**config.mk**
```make
export PLATFORM = sky130hd
export DESIGN_NAME = cascade_combiner
export DESIGN_NICKNAME = d
export VERILOG_FILES = /design/src/rtl/cascade_pkg.sv /design/src/rtl/lut_slice.sv /design/src/rtl/placement_map.sv /design/src/rtl/cascade_combiner.sv
export SDC_FILE = /design/constraint.sdc
export NUM_CORES = 1
export LEC_CHECK = 0
export BUFFER_PORTS_ARGS = -buffer_cell sky130_fd_sc_hd__clkbuf_2
export CORE_AREA = 2 2 125 127
export CTS_BUF_LIST = sky130_fd_sc_hd__clkbuf_4 sky130_fd_sc_hd__clkbuf_8 sky130_fd_sc_hd__clkbuf_16
export CTS_CLUSTER_DIAMETER = 40
export DETAILED_ROUTE_END_ITERATION = 8
export DIE_AREA = 0 0 127 129
export PLACE_DENSITY_LB_ADDON = 0.12
export SLEW_MARGIN = 20
export SYNTH_ARGS = -nofsm -noshare
export SYNTH_HDL_FRONTEND = slang
export SYNTH_SLANG_ARGS = --single-unit
```
**constraint.sdc**
```tcl
create_clock -name clk -period 1.25 [get_ports clk]
set_input_delay 0.125 -clock clk [delete_from_list [all_inputs] [get_ports clk]]
set_output_delay 0.125 -clock clk [all_outputs]
set_load 0.02 [all_outputs]
```
**src/rtl/cascade_pkg.sv**
```systemverilog
package cascade_pkg;
  localparam int LUT_INS  = 4;
  localparam int LUT_BITS = 1 << LUT_INS;

  typedef enum logic {
    MERGE_AND = 1'b0,
    MERGE_OR  = 1'b1
  } merge_mode_e;
endpackage

```
**src/rtl/lut_slice.sv**
```systemverilog
module lut_slice
  import cascade_pkg::*;
(
  input  logic [LUT_BITS-1:0] tt,
  input  logic [LUT_INS-1:0]  sel,
  input  logic                invert,
  input  logic                cas_in,
  output logic                cas_out
);
  logic lut_bit;
  logic term;

  always_comb begin
    lut_bit = tt[sel];
    term    = lut_bit ^ invert;
    cas_out = cas_in & term;
  end
endmodule

```
**src/rtl/placement_map.sv**
```systemverilog
module placement_map #(
  parameter int N_SLICES         = 12,
  parameter int SLICES_PER_BLOCK = 8,
  parameter int BLOCKS_PER_ROW   = 36,
  parameter int SW               = 6,
  parameter int IDX_W            = 6
) (
  input  logic [SW-1:0]             start,
  output logic [N_SLICES*IDX_W-1:0] idx_flat,
  output logic                      err
);
  localparam int HALF = BLOCKS_PER_ROW / 2;
  localparam logic [IDX_W-1:0] LIM_I  = IDX_W'(BLOCKS_PER_ROW);
  localparam logic [IDX_W-1:0] HALF_I = IDX_W'(HALF);
  localparam logic [SW-1:0]    HALF_S = SW'(HALF);

  logic [N_SLICES-1:0] off;
  logic start_right;

  assign start_right = (start >= HALF_S);

  for (genvar k = 0; k < N_SLICES; k++) begin : g_pos
    localparam int OFS = 2 * (k / SLICES_PER_BLOCK);
    logic [IDX_W-1:0] idx;
    always_comb begin
      idx    = IDX_W'(start) + IDX_W'(OFS);
      off[k] = (idx >= LIM_I) | ((idx >= HALF_I) != start_right);
    end
    assign idx_flat[k*IDX_W +: IDX_W] = idx;
  end

  assign err = |off;
endmodule

```
**src/rtl/cascade_combiner.sv**
```systemverilog
module cascade_combiner
  import cascade_pkg::*;
#(
  parameter int N_SLICES         = 12,
  parameter int SLICES_PER_BLOCK = 8,
  parameter int BLOCKS_PER_ROW   = 36,
  localparam int SW      = $clog2(BLOCKS_PER_ROW),
  localparam int MAX_IDX = BLOCKS_PER_ROW - 1 + 2 * ((N_SLICES - 1) / SLICES_PER_BLOCK),
  localparam int IDX_W   = $clog2(MAX_IDX + 1)
) (
  input  logic                         clk,
  input  logic                         rst_n,
  input  logic                         en,
  input  logic                         cfg_or,
  input  logic [N_SLICES*LUT_BITS-1:0] cfg_tt,
  input  logic [SW-1:0]                start_blk,
  input  logic [N_SLICES*LUT_INS-1:0]  d_in,
  output logic                         f_out,
  output logic                         place_err,
  output logic [N_SLICES*IDX_W-1:0]    blk_idx
);
  localparam logic [IDX_W-1:0] LIM_I = IDX_W'(BLOCKS_PER_ROW);

  merge_mode_e mode;
  logic [N_SLICES:0] chain;
  logic [N_SLICES*IDX_W-1:0] idx_next;
  logic err_next;
  logic f_next;

  assign mode     = merge_mode_e'(cfg_or);
  assign chain[0] = 1'b1;

  for (genvar k = 0; k < N_SLICES; k++) begin : g_slice
    lut_slice u_slice (
      .tt     (cfg_tt[k*LUT_BITS +: LUT_BITS]),
      .sel    (d_in[k*LUT_INS +: LUT_INS]),
      .invert (mode == MERGE_OR),
      .cas_in (chain[k]),
      .cas_out(chain[k+1])
    );

    // a broken link can never be healed further down the chain
    a_r2_chain_monotone: assert property (@(posedge clk) disable iff (!rst_n)
      !chain[k] |-> !chain[k+1]);
  end

  placement_map #(
    .N_SLICES        (N_SLICES),
    .SLICES_PER_BLOCK(SLICES_PER_BLOCK),
    .BLOCKS_PER_ROW  (BLOCKS_PER_ROW),
    .SW              (SW),
    .IDX_W           (IDX_W)
  ) u_map (
    .start   (start_blk),
    .idx_flat(idx_next),
    .err     (err_next)
  );

  for (genvar k = 0; k < N_SLICES; k++) begin : g_chk
    a_r4_same_parity: assert property (@(posedge clk) disable iff (!rst_n)
      idx_next[k*IDX_W] == start_blk[0]);
    a_r5_ok_in_row: assert property (@(posedge clk) disable iff (!rst_n)
      !place_err |-> (blk_idx[k*IDX_W +: IDX_W] < LIM_I));
  end

  always_comb begin
    if (err_next)               f_next = 1'b0;
    else if (mode == MERGE_OR)  f_next = ~chain[N_SLICES];
    else                        f_next = chain[N_SLICES];
  end

  always_ff @(posedge clk or negedge rst_n) begin
    if (!rst_n) begin
      f_out     <= 1'b0;
      place_err <= 1'b0;
      blk_idx   <= '0;
    end else if (en) begin
      f_out     <= f_next;
      place_err <= err_next;
      blk_idx   <= idx_next;
    end
  end

  a_r6_err_forces_zero: assert property (@(posedge clk) disable iff (!rst_n)
    place_err |-> !f_out);
  a_r7_hold_when_idle: assert property (@(posedge clk) disable iff (!rst_n)
    !en |=> ($stable(f_out) && $stable(place_err) && $stable(blk_idx)));
endmodule

```
# Yosys cells after proc, flatten, opt, wreduce, memory -nomap -nowiden
# Index checks and enable logic that the tools add are counted.
[totals]
output_inout_bits = 74
inputBits = 250
register_bits = 74
[classes]
n_eq_ne = 1
magnitude_cmp = 16
n_reduce_logical = 1
bitwise_logic = 25
n_mux = 26
n_addsub = 1
[ops]
columns = ["operator", "count"]
rows = [
  ["4-bit by 5-bit < comparator with 1-bit output (second input constant)", 12],
  ["1-bit binary-select mux with 4-bit select", 12],
  ["1-bit two-way mux", 14],
  ["6-bit by 5-bit >= comparator with 1-bit output (second input constant)", 2],
  ["6-bit >= comparator (second input constant)", 2],
  ["1-bit bitwise XOR", 12],
  ["1-bit AND", 11],
  ["6-bit by 2-bit adder with 6-bit output (second input constant)", 1],
  ["2-bit OR reduction", 1],
  ["1-bit != test", 1],
  ["1-bit NOT", 1],
  ["1-bit OR", 1],
]

# Logic depth before layout (Yosys ltp)
[logic_depth]
word_depth = 17
depth_mapped = 9

# Cells and area by module
# From an unflattened synthesis, not the netlist that was laid out.
[hier_totals]
hier_cells = 336
hier_area_um2 = 5361.4
[by_module_without_submodules]
columns = ["mod", "n_inst", "area_each_um2", "seq_area_each_um2", "cells_per_inst"]
rows = [
  ["cascade_combiner", 1, 2964.1, 1851.8, 160],
  ["lut_slice", 12, 142.6, 0.0, 7],
  ["placement_map", 1, 685.7, 0.0, 92],
]

# Least setup slack after synthesis
# OpenSTA, ideal clock, no wires.
[synth_timing]
path_kind = "input -> register"
startpoint = "in d_in[32]"
endpoint = "reg f_out"
required_ns = 1.163
arrival_time_ns = 1.778
cell_stages = 7
slack_ns = -0.615
path_cell_list = "mux4_1 > mux2i_1 > mux2i_1 > or4_4 > o22ai_2 > nand2_1 > a211oi_2"
[synth_between]
elab_chain_cells = 10
[synth_rtl]
columns = ["element", "line", "rtl"]
rows = [
  ["start, declared", "cascade_combiner.sv:17", "input logic [N_SLICES*LUT_INS-1:0] d_in,"],
  ["1-bit binary-select mux with 4-bit select *", "lut_slice.sv:14", "lut_bit = tt[sel];"],
  ["1-bit two-way mux (implied by the code) *", "lut_slice.sv:14", ""],
  ["1-bit bitwise XOR *", "lut_slice.sv:15", "term = lut_bit ^ invert;"],
  ["1-bit AND * (4 in a row)", "lut_slice.sv:16", "cas_out = cas_in & term;"],
  ["1-bit NOT", "cascade_combiner.sv:68", "else if (mode == MERGE_OR) f_next = ~chain[N_SLICES];"],
  ["1-bit two-way mux *", "cascade_combiner.sv:68", ""],
  ["1-bit two-way mux *", "cascade_combiner.sv:67", "if (err_next) f_next = 1'b0;"],
  ["end signal, assigned", "cascade_combiner.sv:78", "f_out <= f_next;"],
  ["end, declared", "cascade_combiner.sv:18", "output logic f_out,"],
]
# Mark *: on every way between the ends. The rest lies on a longest branch, timed or not. The select of a mux whose other input is x is not followed.
# A chain may end at the register's enable or synchronous reset.

# Final worst setup path
[layout_timing]
startpoint = "in d_in[20]"
endpoint = "reg f_out"
[layout_between]
elab_chain_cells = 13
[layout_rtl]
columns = ["element", "line"]
rows = [
  ["1-bit binary-select mux with 4-bit select *", "lut_slice.sv:14"],
  ["1-bit two-way mux (implied by the code) *", "lut_slice.sv:14"],
  ["1-bit bitwise XOR *", "lut_slice.sv:15"],
  ["1-bit AND * (7 in a row)", "lut_slice.sv:16"],
  ["1-bit NOT", "cascade_combiner.sv:68"],
  ["1-bit two-way mux *", "cascade_combiner.sv:68"],
  ["1-bit two-way mux *", "cascade_combiner.sv:67"],
]
# Marks and branches as above.

==> results.txt <==
number of global-route vias before repair -> 2997
CTS tree -> yes
Setup-failing EPs final -> 1
Post-Syn Area -> 0.00262 mm²
final WL -> 11000 µm
CTS Root Buffer Type -> clkbuf_16
fin crit share -> 144%
Avg Inst Size Synth -> 12.9 µm²
CTS sink cnt -> 13
clock slew at reported path FFs -> 0.04 ns
worst-margin pin slew -> 0.375 ns
asr flop ratio synth -> 100%
Psw -> 1.08 mW
Routed Antenna Nets -> 0
Post-synth top cells -> buf_4, mux4_2, dfrtp_1, mux2i_1, nor2_1
total power -> 2.92 mW
Die ar. -> 0.0164 mm²
Max Cap Viol -> 0
core area -> 0.0150 mm²
CP Capture Type -> flip-flop
Max Fclk -> 554 MHz
Critical Path RT -> 1.37 ns
post-synth top area cell -> mux4_2
share of the synthesized area in the top cell type -> 42.1%
Routed WL per cell -> 16.2 µm
status -> finished with violations
YS warnings -> 0
Clk pwr share -> 21.5%
RePlAce Congestion -> 0.828
Buf/Inv on CP -> 2
net count after synthesis -> 457
CP cell instances -> clkbuf_2 -> mux4_2 -> mux4_2 -> nor4_4 -> buf_4 -> and3_4 -> a211oi_2
CP top delay family -> multiplexers
Residual DRC -> 0
CTS Buffer Depth -> 2
I/O pins -> 324
Final Slew Violations -> 0
worst hold path class -> in -> reg
Die X -> 127 µm
final hold vios -> 0
FP Rows -> 45
layout cells sized above 1 -> 86.6%
gr usage total -> 12.4%
Worst Skew -> 0 ns
die height -> 129 µm
Flop pwr share -> 18.5%
internal power -> 1.84 mW
DR pass1 iterations -> 4
dpl hpwl -> 10300 µm
largest net degree at the start of global routing -> 17
Post-Synthesis Cells -> 203
LEAKAGE -> 2.28 nW
Sw Ratio -> 36.9%
failing checks -> setup timing
Yosys cell types -> 29
Final WS setup -> -0.556 ns
Avg Vias per Cell -> 4.26
Max-slew headroom -> 74.4%
Power Density -> 661 mW/mm²
Core Util, Final -> 29.5%
Post-synth EDFFs -> 0
crit-path max FO -> 4
H-tree Lvls -> 1
Final nets -> 741
first-pass GRT wire length -> 15800 µm
P&R area growth vs syn -> 68.8%
number of antenna violations at the first check in global routing -> 1
CP Launch Type -> primary input
Seq/Total Area, Yosys -> 12.4%
type of the worst setup path -> in -> reg
Peak VDD IR -> 0.000370 V
Crit path arrival time -> 1.93 ns
Main synth FF type -> dfrtp_1
via count -> 2874
CTS Buf Count -> 3
combinational share of power -> 60.0%
Yosys reg bits -> 13
top-count cell post-synth -> buf_4
Port Buf Inserts -> 323
ranking of synthesized cells by area -> mux4_2, buf_4, dfrtp_1
critical path's largest stage delay -> 0.52 ns
CP max-delay cell -> mux4_2
Tmin final -> 1.81 ns
Worst-Skew Late Latency -> 0.24 ns
CP dominant cell by count -> mux4_2
gr ovfl total -> 0
RSZ-0062 raised after global routing -> yes
Initial Util -> 17.5%
initial DRC count -> 102
[metrics by stage]
stage | setup TNS, ns | worst slack [ns] | instances | cell area (µm²) | hold WS [ns]
3_3_place_gp | -1.43 | -0.928 | 668 | 4170 | 0.0603
6_report | -0.556 | -0.556 | 675 | 4420 | 0.131
2_1_floorplan | -0.554 | -0.543 | 203 | 2660 | -0.171
5_1_grt | -0.721 | -0.661 | 675 | 4420 | 0.141
3_5_place_dp | -1.48 | -0.950 | 668 | 4170 | 0.0590
4_1_cts | -0.585 | -0.585 | 674 | 4410 | 0.126
[cells by family after synthesis]
group / after synthesis / share of synthesized area [%]
AOI/OAI and AO/OA: 12 / 3.39
xor gates and xnor gates: 3 / 1.00
adders and majority gates: 4 / 1.91
buffers and inverters: 68 / 18.5
DFF: 13 / 12.4
muxes: 76 / 57.1
and+or+nand+nor: 27 / 5.64
[state kept, by name, summed over array words and instances, names as in the netlist]
name       count
blk_idx       11
f_out          1
place_err      1
[power groups by stage]
| stage | clock network [mW] | registers (mW) | logic [mW] |
|---|---|---|---|
| 2_1_floorplan | 0 | 0.589 | 1.08 |
| 6_report | 0.629 | 0.539 | 1.75 |
| 3_5_place_dp | 0 | 0.549 | 1.69 |
| 3_3_place_gp | 0 | 0.543 | 1.69 |
| 5_1_grt | 0.678 | 0.551 | 1.89 |
| 4_1_cts | 0.660 | 0.542 | 1.77 |
[final timing paths]
kind / start / end / slack (ns) / cells after the start
worst max-delay path: d_in[20] / f_out / -0.56 / 7
worst min-delay path: start_blk[5] / blk_idx[47] / 0.13 / 2
worst max register to register: f_out / f_out / -0.02 / 5
worst min register to register: place_err / place_err / 0.54 / 2
max in group asynchronous: rst_n / blk_idx[65] / 0.65 / 2
min in group asynchronous: rst_n / blk_idx[69] / 0.34 / 2
[repair_timing]
action	4_1_cts	5_1_grt
gates resized for setup	24	2
pin swaps	3	3
hold endpoints to repair	13	0
endpoints found under the setup margin	2	2
hold buffers	1	0
setup buffers	1	0
[cell usage in the layout, fill, tap and decap left out, drive strengths merged, types with 2 or more instances in the layout]
cell,Yosys,final
nand4,2,2
a211oi,2,2
nor4,2,2
xnor2,2,2
inv,5,5
nor2b,2,2
nor2,8,8
clkbuf,2,326
and3,3,3
mux4,56,56
mux2i,13,13
dfrtp,13,13
a21oi,4,4
buf,61,19
nand2b,4,4
nand3,4,4
o21ai,2,2
ha,4,4
mux2,7,7
[routing by layer]
metal | global-route usage [%] | part of all wire (%) | wire [µm] | vias up
met1 | 14.0 | 36 | 3930 | 1361
met2 | 24.2 | 56 | 6120 | 163
met5 | 0 | 0 | 0 | -
met4 | 2.71 | 1.4 | 151 | 0
met3 | 2.41 | 7.0 | 771 | 9
li1 | - | - | - | 1341
[area by class of cell]
type	count	area, µm²
Sequential cell	13	325
Clock buffer	4	82.6
Timing Repair Buffer	342	1830
Inverter	5	31.3
Antenna cell	1	2.50
Fill cell	1608	10600
Multi-Input combinational cell	122	1910
Tap cell	188	235
(Power assumes the default switching activity.)
